## src/rtl/ocmp_pkg.sv

```systemverilog
package ocmp_pkg;

  typedef enum logic [2:0] {
    OC_OFF       = 3'd0,
    OC_LOW1SHOT  = 3'd1,
    OC_HIGH1SHOT = 3'd2,
    OC_TOGGLE    = 3'd3,
    OC_DLY1SHOT  = 3'd4,
    OC_CONTPULSE = 3'd5,
    OC_PWM       = 3'd6,
    OC_PWM_FLT   = 3'd7
  } ocm_e;

  // True for both pulse-width modes.
  function automatic logic is_pwm(input ocm_e m);
    return (m == OC_PWM) || (m == OC_PWM_FLT);
  endfunction

  // Pin level loaded when a mode is entered.
  function automatic logic entry_level(input ocm_e m, input logic pri_nz,
                                       input logic cur);
    case (m)
      OC_HIGH1SHOT:      return 1'b1;
      OC_TOGGLE:         return cur;
      OC_PWM, OC_PWM_FLT: return pri_nz;
      default:           return 1'b0;
    endcase
  endfunction

  // Whether a pin transition from old_l to new_l raises the interrupt.
  function automatic logic edge_irq(input ocm_e m, input logic old_l,
                                    input logic new_l);
    logic rise, fall;
    rise = !old_l && new_l;
    fall = old_l && !new_l;
    case (m)
      OC_LOW1SHOT:                return rise;
      OC_HIGH1SHOT:               return fall;
      OC_TOGGLE:                  return rise || fall;
      OC_DLY1SHOT, OC_CONTPULSE:  return fall;
      default:                    return 1'b0;
    endcase
  endfunction

endpackage

```

## src/rtl/ocmp_regs.sv

```systemverilog
module ocmp_regs
  import ocmp_pkg::*;
#(
  parameter int W = 8
) (
  input  logic         clk,
  input  logic         rst_n,
  input  logic         wr_en,
  input  logic [1:0]   wr_sel,
  input  logic [W-1:0] wr_data,
  input  logic         per_load,
  output ocm_e         mode_q,
  output logic [W-1:0] pri_q,
  output logic [W-1:0] sec_q,
  output logic [W-1:0] duty_q,
  output logic         mode_wr
);

  localparam logic [1:0] SEL_MODE = 2'd0;
  localparam logic [1:0] SEL_PRI  = 2'd1;
  localparam logic [1:0] SEL_SEC  = 2'd2;

  assign mode_wr = wr_en && (wr_sel == SEL_MODE);

  always_ff @(posedge clk or negedge rst_n) begin
    if (!rst_n) begin
      mode_q <= OC_OFF;
      pri_q  <= '0;
      sec_q  <= '0;
      duty_q <= '0;
    end else begin
      if (mode_wr) mode_q <= ocm_e'(wr_data[2:0]);
      if (wr_en && wr_sel == SEL_PRI) pri_q <= wr_data;
      if (wr_en && wr_sel == SEL_SEC) sec_q <= wr_data;
      // Active duty adopts the buffered value on mode entry and period match.
      if (mode_wr || per_load) duty_q <= sec_q;
    end
  end

  // Active duty changes only on a mode write or a period load.
  AST_DUTY_STABLE: assert property (@(posedge clk) disable iff (!rst_n)
    (!mode_wr && !per_load) |=> $stable(duty_q));

endmodule

```

## src/rtl/ocmp_match.sv

```systemverilog
module ocmp_match #(
  parameter int W = 8,
  parameter int N = 3
) (
  input  logic [W-1:0]        tmr_cnt,
  input  logic [N-1:0][W-1:0] refs,
  output logic [N-1:0]        hits
);

  for (genvar i = 0; i < N; i++) begin : g_cmp
    assign hits[i] = (tmr_cnt == refs[i]);
  end

endmodule

```

## src/rtl/ocmp_core.sv

```systemverilog
module ocmp_core
  import ocmp_pkg::*;
#(
  parameter int W = 8
) (
  input  logic         clk,
  input  logic         rst_n,
  input  ocm_e         mode_q,
  input  logic         mode_wr,
  input  ocm_e         new_mode,
  input  logic [W-1:0] pri_val,
  input  logic [W-1:0] sec_val,
  input  logic         pri_hit,
  input  logic         sec_hit,
  input  logic         duty_hit,
  input  logic         gpio_val,
  input  logic         fault_in,
  output logic         pin_q,
  output logic         irq_q
);

  logic done_q, flt_q, fault_d;
  logic pin_n, done_n, flt_n, irq_n;
  logic cur_level;
  logic fault_fall;

  assign cur_level  = (mode_q == OC_OFF) ? gpio_val : pin_q;
  assign fault_fall = fault_d && !fault_in;

  always_comb begin
    pin_n  = pin_q;
    done_n = done_q;
    flt_n  = flt_q;
    irq_n  = 1'b0;
    if (mode_wr) begin
      pin_n  = entry_level(new_mode, pri_val != '0, cur_level);
      done_n = 1'b0;
      flt_n  = 1'b0;
    end else begin
      case (mode_q)
        OC_LOW1SHOT: if (!done_q && pri_hit) begin
          pin_n  = 1'b1;
          done_n = 1'b1;
        end
        OC_HIGH1SHOT: if (!done_q && pri_hit) begin
          pin_n  = 1'b0;
          done_n = 1'b1;
        end
        OC_TOGGLE: if (pri_hit) pin_n = !pin_q;
        OC_DLY1SHOT: if (!done_q) begin
          if (sec_hit && pin_q) begin
            pin_n  = 1'b0;
            done_n = 1'b1;
          end else if (pri_hit) begin
            pin_n = 1'b1;
          end
        end
        OC_CONTPULSE: begin
          if (sec_hit && pin_q) pin_n = 1'b0;
          else if (pri_hit)     pin_n = 1'b1;
        end
        OC_PWM, OC_PWM_FLT: begin
          if (pri_hit)       pin_n = (sec_val != '0);
          else if (duty_hit) pin_n = 1'b0;
          if (mode_q == OC_PWM_FLT && (fault_in || flt_q)) begin
            flt_n = 1'b1;
            pin_n = 1'b0;
          end
        end
        default: ;
      endcase
      irq_n = edge_irq(mode_q, pin_q, pin_n) ||
              (mode_q == OC_PWM_FLT && fault_fall);
    end
  end

  always_ff @(posedge clk or negedge rst_n) begin
    if (!rst_n) begin
      pin_q   <= 1'b0;
      done_q  <= 1'b0;
      flt_q   <= 1'b0;
      fault_d <= 1'b0;
      irq_q   <= 1'b0;
    end else begin
      pin_q   <= pin_n;
      done_q  <= done_n;
      flt_q   <= flt_n;
      fault_d <= fault_in;
      irq_q   <= irq_n;
    end
  end

  AST_ONESHOT_HOLDS: assert property (@(posedge clk) disable iff (!rst_n)
    (mode_q == OC_LOW1SHOT && pin_q && !mode_wr) |=> pin_q);

  AST_HIGH_ENTRY: assert property (@(posedge clk) disable iff (!rst_n)
    (mode_wr && new_mode == OC_HIGH1SHOT) |=> pin_q);

  AST_DELAYED_STAYS_LOW: assert property (@(posedge clk) disable iff (!rst_n)
    (mode_q == OC_DLY1SHOT && done_q && !mode_wr) |=> !pin_q);

  AST_NO_IRQ_PLAIN_PWM: assert property (@(posedge clk) disable iff (!rst_n)
    (mode_q == OC_PWM && !mode_wr) |=> !irq_q);

  AST_FAULT_FORCES_LOW: assert property (@(posedge clk) disable iff (!rst_n)
    (mode_q == OC_PWM_FLT && (fault_in || flt_q) && !mode_wr) |=> !pin_q);

  AST_WRITE_CLEARS_LATCH: assert property (@(posedge clk) disable iff (!rst_n)
    mode_wr |=> (!flt_q && !done_q));

endmodule

```

## src/rtl/ocmp_unit.sv

```systemverilog
module ocmp_unit
  import ocmp_pkg::*;
#(
  parameter int W = 8
) (
  input  logic         clk,
  input  logic         rst_n,
  input  logic [W-1:0] tmr_cnt,
  input  logic         wr_en,
  input  logic [1:0]   wr_sel,
  input  logic [W-1:0] wr_data,
  input  logic         gpio_val,
  input  logic         fault_in,
  output logic         pin_out,
  output logic         cmp_irq,
  output logic         tmr_rst_req
);

  localparam int NREF    = 3;
  localparam int IDX_PRI = 0;
  localparam int IDX_SEC = 1;
  localparam int IDX_DTY = 2;

  ocm_e                    mode_q;
  logic [W-1:0]            pri_q, sec_q, duty_q;
  logic                    mode_wr;
  logic                    per_load;
  logic [NREF-1:0][W-1:0]  refs;
  logic [NREF-1:0]         hits;
  logic                    pin_q;
  logic                    period_match;

  assign refs[IDX_PRI] = pri_q;
  assign refs[IDX_SEC] = sec_q;
  assign refs[IDX_DTY] = duty_q;

  assign period_match = is_pwm(mode_q) && hits[IDX_PRI];
  assign per_load     = period_match && !mode_wr;

  ocmp_regs #(.W(W)) u_regs (
    .clk     (clk),
    .rst_n   (rst_n),
    .wr_en   (wr_en),
    .wr_sel  (wr_sel),
    .wr_data (wr_data),
    .per_load(per_load),
    .mode_q  (mode_q),
    .pri_q   (pri_q),
    .sec_q   (sec_q),
    .duty_q  (duty_q),
    .mode_wr (mode_wr)
  );

  ocmp_match #(.W(W), .N(NREF)) u_match (
    .tmr_cnt(tmr_cnt),
    .refs   (refs),
    .hits   (hits)
  );

  ocmp_core #(.W(W)) u_core (
    .clk     (clk),
    .rst_n   (rst_n),
    .mode_q  (mode_q),
    .mode_wr (mode_wr),
    .new_mode(ocm_e'(wr_data[2:0])),
    .pri_val (pri_q),
    .sec_val (sec_q),
    .pri_hit (hits[IDX_PRI]),
    .sec_hit (hits[IDX_SEC]),
    .duty_hit(hits[IDX_DTY]),
    .gpio_val(gpio_val),
    .fault_in(fault_in),
    .pin_q   (pin_q),
    .irq_q   (cmp_irq)
  );

  assign pin_out     = (mode_q == OC_OFF) ? gpio_val : pin_q;
  assign tmr_rst_req = period_match;

  AST_OFF_NO_IRQ: assert property (@(posedge clk) disable iff (!rst_n)
    (mode_q == OC_OFF && !mode_wr) |=> !cmp_irq);

  AST_RST_REQ_PWM_ONLY: assert property (@(posedge clk) disable iff (!rst_n)
    tmr_rst_req |-> (tmr_cnt == pri_q));

endmodule

```

## config.mk

```make
export PLATFORM = sky130hd
export DESIGN_NAME = ocmp_unit
export DESIGN_NICKNAME = d
export VERILOG_FILES = /design/src/rtl/ocmp_pkg.sv /design/src/rtl/ocmp_regs.sv /design/src/rtl/ocmp_match.sv /design/src/rtl/ocmp_core.sv /design/src/rtl/ocmp_unit.sv
export SDC_FILE = /design/constraint.sdc
export NUM_CORES = 1
export LEC_CHECK = 0
export ABC_AREA = 0
export BUFFER_PORTS_ARGS = -buffer_cell sky130_fd_sc_hd__buf_2
export CORE_AREA = 2 2 85 87
export CTS_BUF_LIST = sky130_fd_sc_hd__clkbuf_16
export CTS_CLUSTER_DIAMETER = 30
export DETAILED_ROUTE_END_ITERATION = 10
export DIE_AREA = 0 0 87 89
export GPL_ROUTABILITY_DRIVEN = 0
export PLACE_DENSITY_LB_ADDON = 0.12
export SYNTH_ARGS = -nofsm -noshare
export SYNTH_HDL_FRONTEND = slang
export SYNTH_HIERARCHICAL = 1
export SYNTH_SLANG_ARGS = --single-unit
```

## constraint.sdc

```tcl
create_clock -name clk -period 3.1 [get_ports clk]
set_clock_uncertainty 0.15 [all_clocks]
set_input_delay 0.31 -clock clk [delete_from_list [all_inputs] [get_ports clk]]
set_output_delay 0.31 -clock clk [all_outputs]
set_load 0.02 [all_outputs]
```

==> impl_metrics.json, run 1 <==
{
  "cts_tree": "yes",
  "drtIter0Drc": 108,
  "cp_num_cells": 14,
  "rsz0062_at_grt": "no",
  "required_ns": 3.16,
  "muxShareOfSynthArea_pct": 14.6,
  "synth_area_um2": 2030,
  "synth_compound_area_share_pct": 9.29,
  "synth.ff_latch_count": 32,
  "cap_violations": 0,
  "rows": 30,
  "htree_levels": 2,
  "cp.buffers_inverters": 1,
  "grt_pass1_wl_mm": 8.07,
  "ys.flop_type": "dfrtp_1",
  "wl_per_cell_um": 16.5,
  "die_h_um": 89,
  "path_cells": "xnor2_1 > nand4_1 > nor2_1 > inv_1 > mux2_2 > o22ai_1 > a21o_1 > nor3_2 > nor2_1 > ha_1 > nand2_1 > o21ai_0 > o21ai_0 > a32o_1",
  "crit_fanout": 6,
  "timing.rr.start": "u_regs/pri_q[2]",
  "grt-ovfl-total": 0,
  "worstSkewPairLatency_ns": 0.28,
  "tightest_slew_ns": 0.741,
  "ff2ff_setup_slack_ns": 0.26,
  "globalRouteMet1Util_pct": 20.3,
  "cts.sinks": 32,
  "cp.arrival_ns": 2.91,
  "place_ws_ns": 0.274,
  "via_per_inst": 5.01,
  "dieArea_um2": 7740,
  "area_growth_pct": 18.3,
  "avgSynthCellArea_um2": 11.2,
  "ys_types": 43,
  "grt_util_met2_pct": 19.9,
  "synthArstFlopShare_pct": 100,
  "grt_pass1_vias": 1486,
  "grt_use_total_pct": 13.9,
  "path_delay_family": "simple AND/OR/NAND/NOR gates",
  "die_w_um": 87,
  "routed-via-count": 1468,
  "path_clk_slew_ns": 0.06,
  "drc_errors": 0,
  "dpl.hpwl_mm": 3.54,
  "ys_warn_count": 6,
  "fin_crit_sh_pct": 91.7,
  "synth-edff-count": 0,
  "multi_input_area_um2": 1160,
  "finalSetupTns_ns": 0,
  "syn-num-nets": 206,
  "io_pins": 26,
  "seqCellArea_um2": 801,
  "hold_viol_final": 0,
  "netlist_instances": 182,
  "cts-root-buf": "clkbuf_16",
  "cp-end-kind": "flop",
  "totalWireLength_mm": 4.83,
  "post-route-min-period_ns": 2.84,
  "peakVddDrop_v": 0.000219,
  "path_class": "reg -> reg",
  "p_per_area_nw_per_um2": 646,
  "core_area_um2": 6720,
  "min_path_cells": 1,
  "layout.nets": 236,
  "hp-class": "in -> reg",
  "status": "finished clean",
  "busiest_layer": "met1",
  "maxSlewHeadroom_pct": 50.6,
  "port_buffers": 25,
  "cpMaxStageDelayCell": "dfrtp_1",
  "antenna_found_initial": 0,
  "cts_buffers": 5,
  "crit_path_end": "u_core/irq_q",
  "p_leak_nw": 1.00,
  "clk_path_buf_depth": 2,
  "critical-path-max-stage-delay_ns": 0.41,
  "r2r-end": "u_core/irq_q",
  "first_pass_iters": 4,
  "drtAntennaViolNets": 0,
  "synthAdderAreaFrac_pct": 0.615,
  "grt_util_met3_pct": 2.86,
  "drive_gt1_share_pct": 31.9,
  "seq_area_frac_synth_pct": 39.4,
  "drv_slew": 0,
  "synth_xor_area_share_pct": 11.2,
  "grt_max_degree": 33,
  "startpoint_type": "flop",
  "start_util_pct": 30.3,
  "fill_cells": 666,
  "fmax_mhz": 352,
  "synth_top_family_by_area": "simple AND/OR/NAND/NOR gates",
  "r2r_cells": 14,
  "setup_ws_ns": 0.257,
  "n_antenna_cell": 0,
  "startpoint": "u_regs/pri_q[2]",
  "synth-simple-area-share_pct": 21.2,
  "setup_viol": 0
}
==> layout by cell type, fill, tap and decap left out, types with 3 or more instances in the layout <==
master / count
dfrtp_1: 32
buf_4: 6
nand2_1: 10
nand2b_1: 11
mux2_2: 4
o211ai_1: 8
xnor2_1: 26
nor3_2: 3
nor2_1: 7
buf_2: 25
nand4bb_1: 8
clkbuf_16: 5
nand4_1: 7
mux2_4: 16
inv_1: 5
a21oi_1: 3
o21ai_0: 4
==> Yosys cell counts (all sizes together), types with 2 or more instances <==
| cell | number | area, µm² |
|---|---|---|
| a211oi | 2 | 15.0 |
| a21oi | 3 | 15.0 |
| a31oi | 2 | 12.5 |
| and3 | 2 | 13.8 |
| buf | 5 | 38.8 |
| clkbuf | 4 | 18.8 |
| dfrtp | 32 | 801 |
| inv | 5 | 18.8 |
| mux2 | 21 | 297 |
| nand2 | 10 | 37.5 |
| nand2b | 11 | 68.8 |
| nand3b | 2 | 40.0 |
| nand4 | 7 | 43.8 |
| nand4bb | 8 | 90.1 |
| nor2 | 7 | 26.3 |
| nor2b | 2 | 12.5 |
| nor3 | 4 | 35.0 |
| nor4 | 2 | 12.5 |
| o2111ai | 2 | 17.5 |
| o211ai | 8 | 60.1 |
| o21ai | 4 | 20.0 |
| or4 | 2 | 18.8 |
| xnor2 | 26 | 228 |
==> metrics by stage <==
step	utilization [%]	std cells	hold WS, ns	power, mW	area (µm²)
after floorplan	-	182	-0.136	0.939	2030
after global placement	33.4	284	0.278	1.07	2250
after detailed placement	33.4	284	0.277	1.07	2250
after CTS	35.8	293	0.0141	1.57	2410
after global routing	35.8	293	0.0217	1.65	2410
final	35.8	293	0.0206	1.56	2410
==> worst min path at each step <==
stage | start | endpoint | slack (ns)
final | fault_in | u_core/fault_d | 0.02
after global routing | fault_in | u_core/fault_d | 0.02
after CTS | fault_in | u_core/fault_d | 0.01
after detailed placement | rst_n | u_regs/duty_q[4] | 0.28
after global placement | rst_n | u_regs/duty_q[3] | 0.28
after floorplan | rst_n | u_core/done_q | -0.14
==> repair_timing <==
item,in CTS,in global routing
gates resized for setup,0,0
hold endpoints to repair,32,0
hold buffers,1,0
setup buffers,0,0
==> power by group <==
group	internal (mW)	total, mW	switching, mW
clock	0.298	0.495	0.197
combinational	0.245	0.440	0.195
sequential	0.508	0.620	0.113
total	1.05	1.56	0.504
==> registers in the layout (all words and copies together), names as in the netlist <==
name	flops
u_regs/sec_q	8
u_core/flt_q	1
u_core/irq_q	1
u_regs/mode_q	3
u_regs/pri_q	8
u_core/done_q	1
u_core/pin_q	1
u_regs/duty_q	8
u_core/fault_d	1
==> final cells by class <==
| cell class | instances | share of cell area (%) |
|---|---|---|
| Clock inverter | 3 | 0.988 |
| Multi-Input combinational cell | 136 | 48.1 |
| Timing Repair Buffer | 32 | 7.49 |
| Sequential cell | 32 | 33.3 |
| Tap cell | 80 | 4.16 |
| Clock buffer | 5 | 5.20 |
| Inverter | 5 | 0.780 |
==> kinds of logic (layout without fill, tap and decap cells) <==
group / count (synthesis) / count (layout)
buffers and inverters: 14 / 45
AOI/OAI and AO/OA: 27 / 27
and+or+nand+nor: 61 / 61
DFF: 32 / 32
adders and majority gates: 1 / 1
muxes: 21 / 21
xor gates and xnor gates: 26 / 26
==> metal layers <==
layer  vias to the layer above  wire (µm)
met4                         0         67
met3                         7        161
li1                        726          -
met1                       710       2550
met2                        25       2060
met5                         -          0
Power figures use the tool's default switching activity.
==> run 2, diff against run 1 <==
Settings changed: ABC_AREA 0 to 1, BUFFER_PORTS_ARGS -buffer_cell sky130_fd_sc_hd__buf_2 to not set, CORE_AREA 2 2 85 87 to 2 2 88 90, DIE_AREA 0 0 87 89 to 0 0 90 92, DONT_BUFFER_PORTS set to 1.
Clock period 3.1 ns to 2.5 ns, I/O delays scaled along.
==> run 2 against run 1 <==
  * Register-to-register slack lost 0.23 ns
  * Sequential power grew 19%
  * Synthesized area grew 7.9%
  * Flip-flop and latch count is the same
  * Critical path depth grew 5
  * Critical endpoint unchanged
  * Worst setup slack lost 0.23 ns
  * Die area grew 6.9%
  * Power grew 29%
  * Utilization grew 0.35 points
  * Cell area grew 12%
  * Cell count grew 58%
  * Non-clock buffer count shrank 8
==> impl_metrics.json, run 2 <==
{
  "status": "finished clean",
  "synthTopCellsByCount": "nand2_1, inv_1, dfrtp_1",
  "cap_violations": 0,
  "grt_pass1_wl_mm": 9.92,
  "ys_warn_count": 6,
  "core_area_um2": 7450,
  "synthArstFlopShare_pct": 100,
  "peakVddDrop_v": 0.000263,
  "drive_gt1_share_pct": 22.4,
  "layout.nets": 384,
  "hold_viol_final": 0,
  "yosysTopAreaCell": "dfrtp_1",
  "grt_use_total_pct": 15.2,
  "timing.rr.start": "u_regs/pri_q[5]",
  "die_w_um": 90,
  "mostFrequentLayoutCell": "nand2_1",
  "grt_max_degree": 33,
  "maxSlewHeadroom_pct": 71.8,
  "ff2ff_setup_slack_ns": 0.03,
  "clk_path_buf_depth": 2,
  "synth.most_common_cell": "nand2_1",
  "min_path_cells": 2,
  "netlist_instances": 332,
  "yosys-top-cells-area": "dfrtp_1, nand2_1, inv_1",
  "worstSkewPairLatency_ns": 0.28,
  "crit_path_end": "u_core/irq_q",
  "grt-ovfl-total": 0,
  "synthAdderAreaFrac_pct": 0.570,
  "seq_area_frac_synth_pct": 36.5,
  "drv_slew": 0,
  "muxShareOfSynthArea_pct": 0,
  "dieArea_um2": 8280,
  "avgSynthCellArea_um2": 6.61,
  "drc_errors": 0,
  "rsz0062_at_grt": "yes",
  "dpl.hpwl_mm": 4.25,
  "die_h_um": 92,
  "post-route-min-period_ns": 2.47,
  "p_leak_nw": 1.46,
  "path_clk_slew_ns": 0.06,
  "yosysTopAreaCellShare_pct": 36.5,
  "crit_fanout": 4,
  "totalWireLength_mm": 5.79,
  "synth_compound_area_share_pct": 10.9,
  "fin_worst_hold_slack_ns": 0.00417,
  "required_ns": 2.52,
  "tightest_slew_ns": 0.423,
  "rows": 32,
  "n_antenna_cell": 0,
  "reg_top3": "u_regs/duty_q: 8 flops, u_regs/pri_q: 8 flops, u_regs/sec_q: 8 flops",
  "setup_viol": 0,
  "htree_levels": 2,
  "fmax_mhz": 405,
  "drtAntennaViolNets": 0,
  "port_buffers": 0,
  "synth-edff-count": 0,
  "cts_buffers": 5,
  "first_pass_iters": 4,
  "hp-class": "in -> reg",
  "start_util_pct": 29.5,
  "area_growth_pct": 22.6,
  "synth.ff_latch_count": 32,
  "wl_per_cell_um": 12.5,
  "drtIter0Drc": 147,
  "cts.sinks": 32,
  "ys.flop_type": "dfrtp_1",
  "cts-root-buf": "clkbuf_16",
  "synth_top_family_by_area": "simple AND/OR/NAND/NOR gates",
  "antenna_found_initial": 0,
  "final_cell_mix": "nand2_1, inv_1, dfrtp_1, buf_4, nor2_1",
  "cts_tree": "yes",
  "post-route-util_pct": 36.2,
  "io_pins": 26,
  "grt_pass1_vias": 2059,
  "r2r_cells": 19,
  "cp.arrival_ns": 2.49,
  "ys_types": 27,
  "r2r-end": "u_core/irq_q",
  "cp-end-kind": "flop",
  "path_class": "reg -> reg",
  "synth_xor_area_share_pct": 0,
  "syn-num-nets": 356,
  "via_per_inst": 4.38,
  "fin_crit_sh_pct": 98.7,
  "p_per_area_nw_per_um2": 746,
  "synth_area_um2": 2200,
  "startpoint_type": "flop",
  "routed-via-count": 2027,
  "startpoint": "u_regs/pri_q[5]",
  "synth-simple-area-share_pct": 40.1
}
[run 2: area by class of cell]
type                            count  area, µm²
Clock buffer                        5        125
Fill cell                         856       4750
Inverter                           61        229
Tap cell                          102        128
Sequential cell                    32        803
Timing Repair Buffer               24        198
Clock inverter                      3       37.5
Multi-Input combinational cell    236       1170
[run 2: worst min-delay path by stage]
| stage | startpoint | to | slack, ns |
|---|---|---|---|
| after floorplan | rst_n | u_core/done_q | -0.20 |
| after global placement | rst_n | u_regs/sec_q[6] | -0.19 |
| after detailed placement | rst_n | u_regs/sec_q[6] | -0.19 |
| after CTS | wr_data[4] | u_regs/pri_q[4] | 0.007 |
| after global routing | wr_data[4] | u_regs/pri_q[4] | 0.02 |
| final | wr_data[5] | u_regs/sec_q[5] | 0.004 |
[run 2: cell families (layout without fill, tap and decap cells)]
logic type / count (synthesis) / after routing
fa+ha+maj: 1 / 1
flops: 32 / 32
simple gates: 203 / 203
compound gates: 32 / 32
buf+inv: 64 / 93
[run 2: stage by stage]
| step | setup slack [ns] | setup TNS, ns | instances | power, mW | area (µm²) |
|---|---|---|---|---|---|
| detailed placement | -0.0262 | -0.0262 | 448 | 1.26 | 2420 |
| finish | 0.0317 | 0 | 463 | 2.01 | 2690 |
| global route | -0.134 | -0.134 | 463 | 2.17 | 2690 |
| global placement | -0.00572 | -0.00572 | 448 | 1.26 | 2420 |
| CTS | 0.00888 | 0 | 460 | 1.99 | 2640 |
| floorplan | 0.176 | 0 | 332 | 1.09 | 2200 |
[run 2: metal layers]
layer | up-vias | wire length (µm) | track usage (%)
li1 | 1067 | - | -
met1 | 908 | 2890 | 21.1
met2 | 43 | 2530 | 23.9
met3 | 9 | 244 | 2.30
met4 | 0 | 126 | 6.28
met5 | - | 0 | 0
[run 2: report_power, final]
group / switching, mW / internal [mW] / leakage, nW
sequential: 0.120 / 0.617 / 0.400
combinational: 0.327 / 0.256 / 0.985
clock: 0.226 / 0.463 / 0.0789
total: 0.673 / 1.34 / 1.46
[run 2: worst max-delay path, stage by stage (launching register included)]
cell      delay (ns)
dfrtp_1         0.39
inv_1           0.05
nand2_1         0.06
nand2_1         0.05
nor2_2          0.11
nand2_1         0.07
nor2_2          0.14
inv_2           0.07
nor2_1          0.10
nand3_1         0.08
nor2_2          0.17
nor2_2          0.07
nor2_4          0.09
a21boi_2        0.06
ha_1            0.29
nor3_2          0.05
a41oi_2         0.18
nand3_2         0.07
nand2_1         0.06
inv_1           0.03
[run 2: timing repair]
item                                    4_1_cts  5_1_grt
endpoints found under the setup margin        1        1
hold buffers                                  3        0
buffers inserted                              1        3
hold endpoints to repair                     33        0
gates cloned                                  0        0
gates resized for setup                       4       12
pin swaps                                     0       16
